**src/rtl/split_adder_pkg.sv**
```systemverilog
package split_adder_pkg;
  typedef enum logic [0:0] {
    PH_IDLE = 1'b0,
    PH_HIGH = 1'b1
  } phase_t;
endpackage

```
**src/rtl/sa_half_add.sv**
```systemverilog
module sa_half_add #(
  parameter int W = 16
) (
  input  logic [W-1:0] x,
  input  logic [W-1:0] y,
  input  logic         cin,
  output logic [W-1:0] s,
  output logic         co
);
  function automatic logic [W:0] add_carry(input logic [W-1:0] p, input logic [W-1:0] q,
                                           input logic ci);
    return {1'b0, p} + {1'b0, q} + {{W{1'b0}}, ci};
  endfunction

  logic [W:0] full;
  assign full = add_carry(x, y, cin);
  assign s    = full[W-1:0];
  assign co   = full[W];
endmodule

```
**src/rtl/sa_ctrl.sv**
```systemverilog
module sa_ctrl
  import split_adder_pkg::*;
(
  input  logic clk,
  input  logic rst,
  input  logic start,
  output logic accept,
  output logic finish,
  output logic busy,
  output logic done
);
  phase_t phase_q;
  logic   done_q;

  assign accept = start && (phase_q == PH_IDLE);
  assign finish = (phase_q == PH_HIGH);
  assign busy   = finish;
  assign done   = done_q;

  always_ff @(posedge clk) begin
    if (rst) begin
      phase_q <= PH_IDLE;
      done_q  <= 1'b0;
    end else begin
      done_q <= finish;
      if (accept)      phase_q <= PH_HIGH;
      else if (finish) phase_q <= PH_IDLE;
    end
  end

  assert_accept_busy_R4: assert property (@(posedge clk) disable iff (rst)
    accept |=> busy);
  assert_busy_then_done_R1: assert property (@(posedge clk) disable iff (rst)
    busy |=> (done && !busy));
  assert_done_not_busy_R4: assert property (@(posedge clk) disable iff (rst)
    done |-> !busy);
  assert_single_done_R1: assert property (@(posedge clk) disable iff (rst)
    done |=> !done);
  assert_start_busy_dropped_R5: assert property (@(posedge clk) disable iff (rst)
    (start && busy) |=> !busy);
endmodule

```
**src/rtl/split_adder.sv**
```systemverilog
module split_adder #(
  parameter int WIDTH = 32
) (
  input  logic             clk,
  input  logic             rst,
  input  logic             start,
  input  logic [WIDTH-1:0] a,
  input  logic [WIDTH-1:0] b,
  output logic             busy,
  output logic             done,
  output logic [WIDTH-1:0] sum,
  output logic             cout
);
  localparam int LO_W = WIDTH / 2;
  localparam int HI_W = WIDTH - LO_W;

  logic            accept, finish;
  logic [LO_W-1:0] lo_sum_w;
  logic            lo_co_w;
  logic [HI_W-1:0] hi_sum_w;
  logic            hi_co_w;

  logic [LO_W-1:0] lo_sum_q;
  logic            mid_carry_q;
  logic [HI_W-1:0] a_hi_q, b_hi_q;
  logic [WIDTH-1:0] sum_q;
  logic            cout_q;

  sa_ctrl ctrl_i (
    .clk    (clk),
    .rst    (rst),
    .start  (start),
    .accept (accept),
    .finish (finish),
    .busy   (busy),
    .done   (done)
  );

  sa_half_add #(.W(LO_W)) lo_add_i (
    .x   (a[LO_W-1:0]),
    .y   (b[LO_W-1:0]),
    .cin (1'b0),
    .s   (lo_sum_w),
    .co  (lo_co_w)
  );

  sa_half_add #(.W(HI_W)) hi_add_i (
    .x   (a_hi_q),
    .y   (b_hi_q),
    .cin (mid_carry_q),
    .s   (hi_sum_w),
    .co  (hi_co_w)
  );

  always_ff @(posedge clk) begin
    if (rst) begin
      lo_sum_q    <= '0;
      mid_carry_q <= 1'b0;
      a_hi_q      <= '0;
      b_hi_q      <= '0;
      sum_q       <= '0;
      cout_q      <= 1'b0;
    end else begin
      if (accept) begin
        lo_sum_q    <= lo_sum_w;
        mid_carry_q <= lo_co_w;
        a_hi_q      <= a[WIDTH-1:LO_W];
        b_hi_q      <= b[WIDTH-1:LO_W];
      end
      if (finish) begin
        sum_q  <= {hi_sum_w, lo_sum_q};
        cout_q <= hi_co_w;
      end
    end
  end

  assign sum  = sum_q;
  assign cout = cout_q;

  assert_result_hold_R6: assert property (@(posedge clk) disable iff (rst)
    !done |-> $stable({cout, sum}));
  assert_halves_frozen_R5: assert property (@(posedge clk) disable iff (rst)
    busy |=> ($stable(a_hi_q) && $stable(b_hi_q)));
endmodule

```
**config.mk**
```make
export PLATFORM = sky130hd
export DESIGN_NAME = split_adder
export DESIGN_NICKNAME = d
export VERILOG_FILES = /design/src/rtl/split_adder_pkg.sv /design/src/rtl/sa_half_add.sv /design/src/rtl/sa_ctrl.sv /design/src/rtl/split_adder.sv
export SDC_FILE = /design/constraint.sdc
export NUM_CORES = 1
export LEC_CHECK = 0
export ABC_AREA = 0
export BUFFER_PORTS_ARGS = -buffer_cell sky130_fd_sc_hd__buf_2
export CAP_MARGIN = 20
export CORE_MARGIN = 8
export CORE_UTILIZATION = 48
export DETAILED_ROUTE_END_ITERATION = 8
export PLACE_DENSITY_LB_ADDON = 0.25
export REMOVE_ABC_BUFFERS = 1
export SETUP_SLACK_MARGIN = 0.02
export SYNTH_ARGS = -nofsm -noshare
export SYNTH_HDL_FRONTEND = slang
export SYNTH_SLANG_ARGS = --single-unit
```
**constraint.sdc**
```tcl
create_clock -name clk -period 3.2 [get_ports clk]
set_input_delay 0.48 -clock clk [delete_from_list [all_inputs] [get_ports clk]]
set_output_delay 0.48 -clock clk [all_outputs]
set_load 0.02 [all_outputs]
```
==> results.toml, run 1 <==
[clock_network]
post-cts-setup-buffers = 0
cts.sinks = 84
h-tree-depth = 3
clock_path_buffers = 2
cts-buffers-inserted = 9
cts_resized = 0
ctsHoldBuffers = 0
clk_pin_slew_worst_paths_ns = 0.09
clock_latency_ns = 0.36
clockRootBuffer = "clkbuf_8"
cts_tree = "yes"

[synth]
synth_edf_count = 0
seq_area_frac_synth_pct = 36.5
async_reset_ff_share_pct = 0
yosys_most_used_dff = "dfxtp_1"
synth_most_common_cell = "nand2_1"
syn_area_per_cell_sq_um = 8.22
synth_seq_cells = 84
synth.largest_area_cell = "dfxtp_1"
yosysUniqueCellTypes = 59
ys_warn_count = 0
syn-cell-area_sq_um = 4610
synthCells = 561
netlist_top_cells_area = "dfxtp_1 (36%), ha_1 (8.4%), nand2_1 (7.8%)"
synth_top_area_share_pct = 36.5
synthTopCellsByCount = "nand2_1 (96), dfxtp_1 (84), a21oi_1 (63), nor2_1 (43), ha_1 (31)"

[power]
leakagePower_nw = 2.40
powerDensity_nw_per_um2 = 462
power_mw = 2.51
ir_worst_vdd_uv = 210

[placed_design]
pre_cts_slack_ns = 0.537
finalWeightedCongestion = 0.922
io_buffers = 101
dp_cells = 765
dp_hpwl_mm = 9.18

[global_route]
grt_pass1_wl_mm = 20.1
grt_pass1_vias = 4389
grt_max_degree = 47
antenna_found_initial = 1
grt_usage_pct = 18.8
grt_overflow = 0

[cells_and_area]
nFillCells = 880
multi_input_area_sq_um = 2770
post_route_cells_drive_above_1_share_pct = 19.9
syn2layout_area_growth_pct = 17.6
nNetsFinal = 748
antenna_cells = 0
post-route-util_pct = 58.4
final-instance-count-excl-fill = 781
seq_area_sq_um = 1680

[floorplanning]
initial_core_util_pct = 49.7
die_w_um = 114
die-area_sq_um = 13000
core_area_sq_um = 9280
chipHeight_um = 114
num_rows = 35
io_pins = 102

[critical_path]
worstPathCellList = "fa_1 > fa_1 > a211o_1 > a211oi_2 > nor3_1 > or4_1 > nand3_1"
worstPathBufferInverterCount = 0
crit_required_ns = 3.50
worstRegToRegCells = 7
crit_slowest_cell = "or4_1"
worst_r2r_endpoint = "sum[28]"
crit_path_start_kind = "flip-flop"
crit_path_end_kind = "flip-flop"
regToRegSetupSlack_ns = 0.52
critPathTopFamily = "adder cells"
worstPathArrival_ns = 2.98
cp-startpoint = "a_hi_q[0]"
critPathKind = "reg2reg"
critical-path-max-stage-delay_ns = 0.51
reg2reg_from = "a_hi_q[0]"
cpMostUsedCell = "fa_1"
cp_num_cells = 7
critPathMaxFanout = 4

[timing]
worst_slack_ns = 0.515
drv_slew = 0
fmax_mhz = 372
finalHoldViolCount = 0
rsz0062_at_grt = "false"
setup_viol = 0
period_minus_slack_ns = 2.68
slew_headroom_pct = 51.4
worst_clock_skew_ns = 0.0103
tns_ns = 0
post-route-period-util_pct = 83.9
worst_pin_slew_ns = 0.729

[min_path]
min_to = "b_hi_q[15]"
min_from = "b[31]"
hold_path_depth = 3
min_path_type = "in2reg"

[route]
vias = 4364
firstDrtPassIters = 4
ant_nets = 0
wl_per_cell_um = 15.7
first_iter_violations = 245
drc = 0
vias_per_cell = 5.59
wl_mm = 12.2

[run]
max_cap_viol_count = 0

[status]
status = "complete, no violations"
worst max-delay path by stage:
stage | slack, ns | endpoint
6_report | 0.52 | sum[28]
5_1_grt | 0.40 | sum[28]
4_1_cts | 0.53 | sum[28]
3_5_place_dp | 0.54 | lo_sum_q[8]
3_3_place_gp | 0.57 | lo_sum_q[8]
2_1_floorplan | -0.28 | lo_sum_q[15]
layout by cell type (no fill, tap or decap), types with 6 or more instances in the layout:
master and n:
o211ai_1 7, nand2_1 96, buf_2 101, nand3_1 14
inv_1 10, or3_1 7, nor3_1 10, nand2b_1 6
clkbuf_8 10, a21o_1 9, dfxtp_1 83, o21ai_0 20
mux2i_1 25, a21oi_1 63, ha_1 31, a211o_1 6
nor2_1 43, or4_1 6, a211oi_1 8
area by class of cell:
| class | count | share of cell area (%) |
|---|---|---|
| tap | 129 | 2.98 |
| sequential | 84 | 31.0 |
| inverter | 11 | 0.761 |
| clock buffer | 11 | 2.61 |
| timing repair buffer | 106 | 10.0 |
| clock inverter | 5 | 1.57 |
| multi-input combinational | 435 | 51.1 |
sequential cells by signal, summed over array words and instances, names as in the netlist:
signal / count
lo_sum_q: 16
cout: 1
ctrl_i.done: 1
mid_carry_q: 1
ctrl_i.busy: 1
b_hi_q: 16
sum: 32
a_hi_q: 16
layer usage:
metal | global-route usage (%) | part of all wire, % | routed length, um
met1 | 21.3 | 44 | 5340
met2 | 33.2 | 49 | 6000
met3 | 5.18 | 6.2 | 755
met4 | 6.03 | 1.1 | 132
met5 | 0 | 0.098 | 12
worst min-delay path, stage by stage:
cell and delay (ns):
buf_2 0.09, nand2_1 0.04, a21oi_1 0.05
power by group:
group          internal (mW)  switching [mW]
Clock                  0.464           0.402
Combinational          0.197           0.291
Sequential              1.11          0.0426
Total                   1.77           0.735
metrics by stage:
stage	area [sq um]	hold WS (ns)
floorplan	4480	0.425
CTS	5430	0.339
global route	5430	0.338
detailed placement	5200	0.449
finish	5430	0.349
global placement	5200	0.436
cells by family after synthesis:
family                   count (synthesis)  synth area share (%)
AND/OR/NAND/NOR                        208                  20.5
XOR/XNOR                                 8                  1.52
adder cells (fa/ha/maj)                 34                  9.71
buffers and inverters                   42                  3.72
flip-flops                              84                  36.5
AO/OA/AOI/OAI                          160                  22.7
multiplexers                            25                  5.42
(Power assumes the default switching activity.)
==> inputs of run 2 (changes only) <==
--- a/config.mk
+++ b/config.mk
@@ -5,7 +5,7 @@
 export SDC_FILE = /design/constraint.sdc
 export NUM_CORES = 1
 export LEC_CHECK = 0
-export ABC_AREA = 0
+export ABC_AREA = 1
 export BUFFER_PORTS_ARGS = -buffer_cell sky130_fd_sc_hd__buf_2
 export CAP_MARGIN = 20
 export CORE_MARGIN = 8
==> constraint.sdc (replaced) <==
create_clock -name clk -period 2.2 [get_ports clk]
set_input_delay 0.33 -clock clk [delete_from_list [all_inputs] [get_ports clk]]
set_output_delay 0.33 -clock clk [all_outputs]
set_load 0.02 [all_outputs]
==> run 2 against run 1 <==
Compared with the run above: critical path depth grew 5; routed wire length shrank 0.33%; count of clock-buffer cells in the layout shrank 1; register-to-register slack lost 0.29 ns; largest power group unchanged; hold slack lost 0.13 ns.
==> results.toml, run 2 <==
[timing]
setup_viol = 0
fmax_mhz = 506
finalHoldViolCount = 0
drv_slew = 0
post-route-period-util_pct = 89.9
worst_clock_skew_ns = 0.00895
rsz0062_at_grt = "false"
worst_slack_ns = 0.222
hold_ws_ns = 0.223
slew_headroom_pct = 62.7
worst_pin_slew_ns = 0.560
period_minus_slack_ns = 1.98

[clock_network]
h-tree-depth = 3
cts_tree = "yes"
post-cts-setup-buffers = 0
clk_pin_slew_worst_paths_ns = 0.09
ctsHoldBuffers = 0
clock_path_buffers = 2
clockRootBuffer = "clkbuf_8"
clock_latency_ns = 0.36
cts-buffers-inserted = 9
cts.sinks = 84

[min_path]
min_path_type = "in2reg"
hold_path_depth = 3

[global_route]
grt_pass1_wl_mm = 20.4
grt_max_degree = 64
grt_pass1_vias = 4525
antenna_found_initial = 0
grt_overflow = 0
grt_usage_pct = 18.8

[route]
vias = 4652
wl_per_cell_um = 12.6
firstDrtPassIters = 4
vias_per_cell = 4.80
ant_nets = 0
drc = 0
wl_mm = 12.2
first_iter_violations = 233

[synth]
syn_area_per_cell_sq_um = 6.55
synthTopCellsByCount = "nand2_1 (163), nor2_1 (145), inv_1 (105), dfxtp_1 (84), o21ai_0 (71)"
synth_top_family_by_area = "simple AND/OR/NAND/NOR gates"
yosysUniqueCellTypes = 28
yosys_most_used_dff = "dfxtp_1"
seq_area_frac_synth_pct = 34.7
synth_seq_cells = 84
syn-cell-area_sq_um = 4850
synth.largest_area_cell = "dfxtp_1"
synth_fa_ha_area_share_pct = 9.23
synthCells = 741
ys_warn_count = 0
synth_compound_area_share_pct = 12.5
synth_top_area_share_pct = 34.7
synth_most_common_cell = "nand2_1"
async_reset_ff_share_pct = 0
muxShareOfSynthArea_pct = 0
netlist_top_cells_area = "dfxtp_1 (35%), nand2_1 (13%), nor2_1 (11%)"
yosys.area_share.simple_pct = 30.6
synth_edf_count = 0
synth_xor_area_share_pct = 1.62

[power]
leakagePower_nw = 3.12
ir_worst_vdd_uv = 329
powerDensity_nw_per_um2 = 645

[cells_and_area]
final_common_cell = "nand2_1"
syn2layout_area_growth_pct = 15.6
layout_common_cells = "nand2_1 (163), nor2_1 (145), inv_1 (105)"
final_area_sq_um = 5610
nFillCells = 1019
post_route_cells_drive_above_1_share_pct = 17.1
nNetsFinal = 933
antenna_cells = 0
largest_reg_flops = 32
final-instance-count-excl-fill = 970
seq_area_sq_um = 1680
multi_input_area_sq_um = 2620

[critical_path]
worst_r2r_endpoint = "sum[26]"
regToRegSetupSlack_ns = 0.22
reg2reg_from = "a_hi_q[0]"
crit_required_ns = 2.47
crit_end = "sum[26]"
crit_path_start_kind = "flip-flop"
cp-startpoint = "a_hi_q[0]"
crit_path_end_kind = "flip-flop"
worstPathArrival_ns = 2.24
critPathMaxFanout = 3
critPathKind = "reg2reg"
worstRegToRegCells = 12

[placed_design]
finalWeightedCongestion = 0.872
pre_cts_slack_ns = 0.165
dp_cells = 954
place_area_sq_um = 5420
dp_hpwl_mm = 9.15
io_buffers = 101

[floorplanning]
initial_core_util_pct = 49.6
io_pins = 102
chipHeight_um = 117
die-area_sq_um = 13600
die_w_um = 117
num_rows = 36
core_area_sq_um = 9770

[status]
status = "complete, no violations"

[run]
max_cap_viol_count = 0
[run 2: cell types whose count changed in the layout (fill, tap and decap cells not counted), sizes merged, moves of 6 or more]
| cell | change |
|---|---|
| or3 | -7 |
| a21oi | -24 |
| nand2 | +70 |
| inv | +101 |
| o21ai | +50 |
| or4 | -6 |
| nor2 | +102 |
| a21o | -9 |
| mux2i | -25 |
| nand3 | +25 |
| a211o | -6 |
| a211oi | -10 |
| nand2b | -7 |
[run 2: worst min-delay path by stage]
| stage | startpoint | end | slack [ns] |
|---|---|---|---|
| floorplan | rst | ctrl_i.busy | 0.40 |
| global placement | lo_sum_q[3] | sum[3] | 0.44 |
| detailed placement | lo_sum_q[3] | sum[3] | 0.45 |
| CTS | a[31] | a_hi_q[15] | 0.20 |
| global route | a[21] | a_hi_q[5] | 0.22 |
| finish | a[31] | a_hi_q[15] | 0.22 |
[run 2: where the power goes]
part / internal (mW) / leakage (nW) / total [mW] / switching [mW]
Combinational: 0.324 / 2.34 / 0.882 / 0.558
Clock: 0.449 / 0.0928 / 1.03 / 0.582
Sequential: 1.64 / 0.695 / 1.70 / 0.0635
[run 2: layout make-up]
type | count | share of cell area, %
Tap cell | 133 | 2.97
Sequential cell | 84 | 30.0
Clock buffer | 10 | 2.46
Multi-Input combinational cell | 522 | 46.7
Inverter | 110 | 7.46
Timing Repair Buffer | 105 | 9.55
Clock inverter | 6 | 0.848
[run 2: per-layer routing]
layer / GRT usage (%) / vias up / routed length [um]
met5: 0 / - / 0
li1: - / 2500 / -
met2: 34.2 / 105 / 6030
met1: 21.6 / 2037 / 5320
met3: 3.88 / 10 / 727
met4: 5.72 / 0 / 124
[run 2: worst max-delay path, cell delays in order, from the launching register on]
cell and delay (ns):
dfxtp_1 0.34, fa_1 0.49, fa_2 0.39, nand2_2 0.10, nand3_2 0.06, nand3_2 0.06, nand2_1 0.08, nand2_1 0.08
nand2_1 0.05, nand2_1 0.05, nand3_1 0.06, nand2_1 0.08, inv_1 0.03
[run 2: repair_timing]
action,in CTS,in global routing
endpoints found under the hold margin,0,0
setup endpoints to repair,0,2
gates resized for setup,0,1
[run 2: per-stage QoR]
stage               total power [mW]  utilization (%)  TNS, ns
CTS                             3.65             57.3        0
global route                    3.86             57.3        0
finish                          3.62             57.3        0
floorplan                       2.34                -    -7.48
global placement                2.60             55.4        0
detailed placement              2.62             55.4        0
[run 2: cells by family after synthesis]
logic type	count (synthesis)
flip-flops	84
AND/OR/NAND/NOR	361
buffers and inverters	135
adder cells (fa/ha/maj)	34
XOR/XNOR	9
AO/OA/AOI/OAI	118
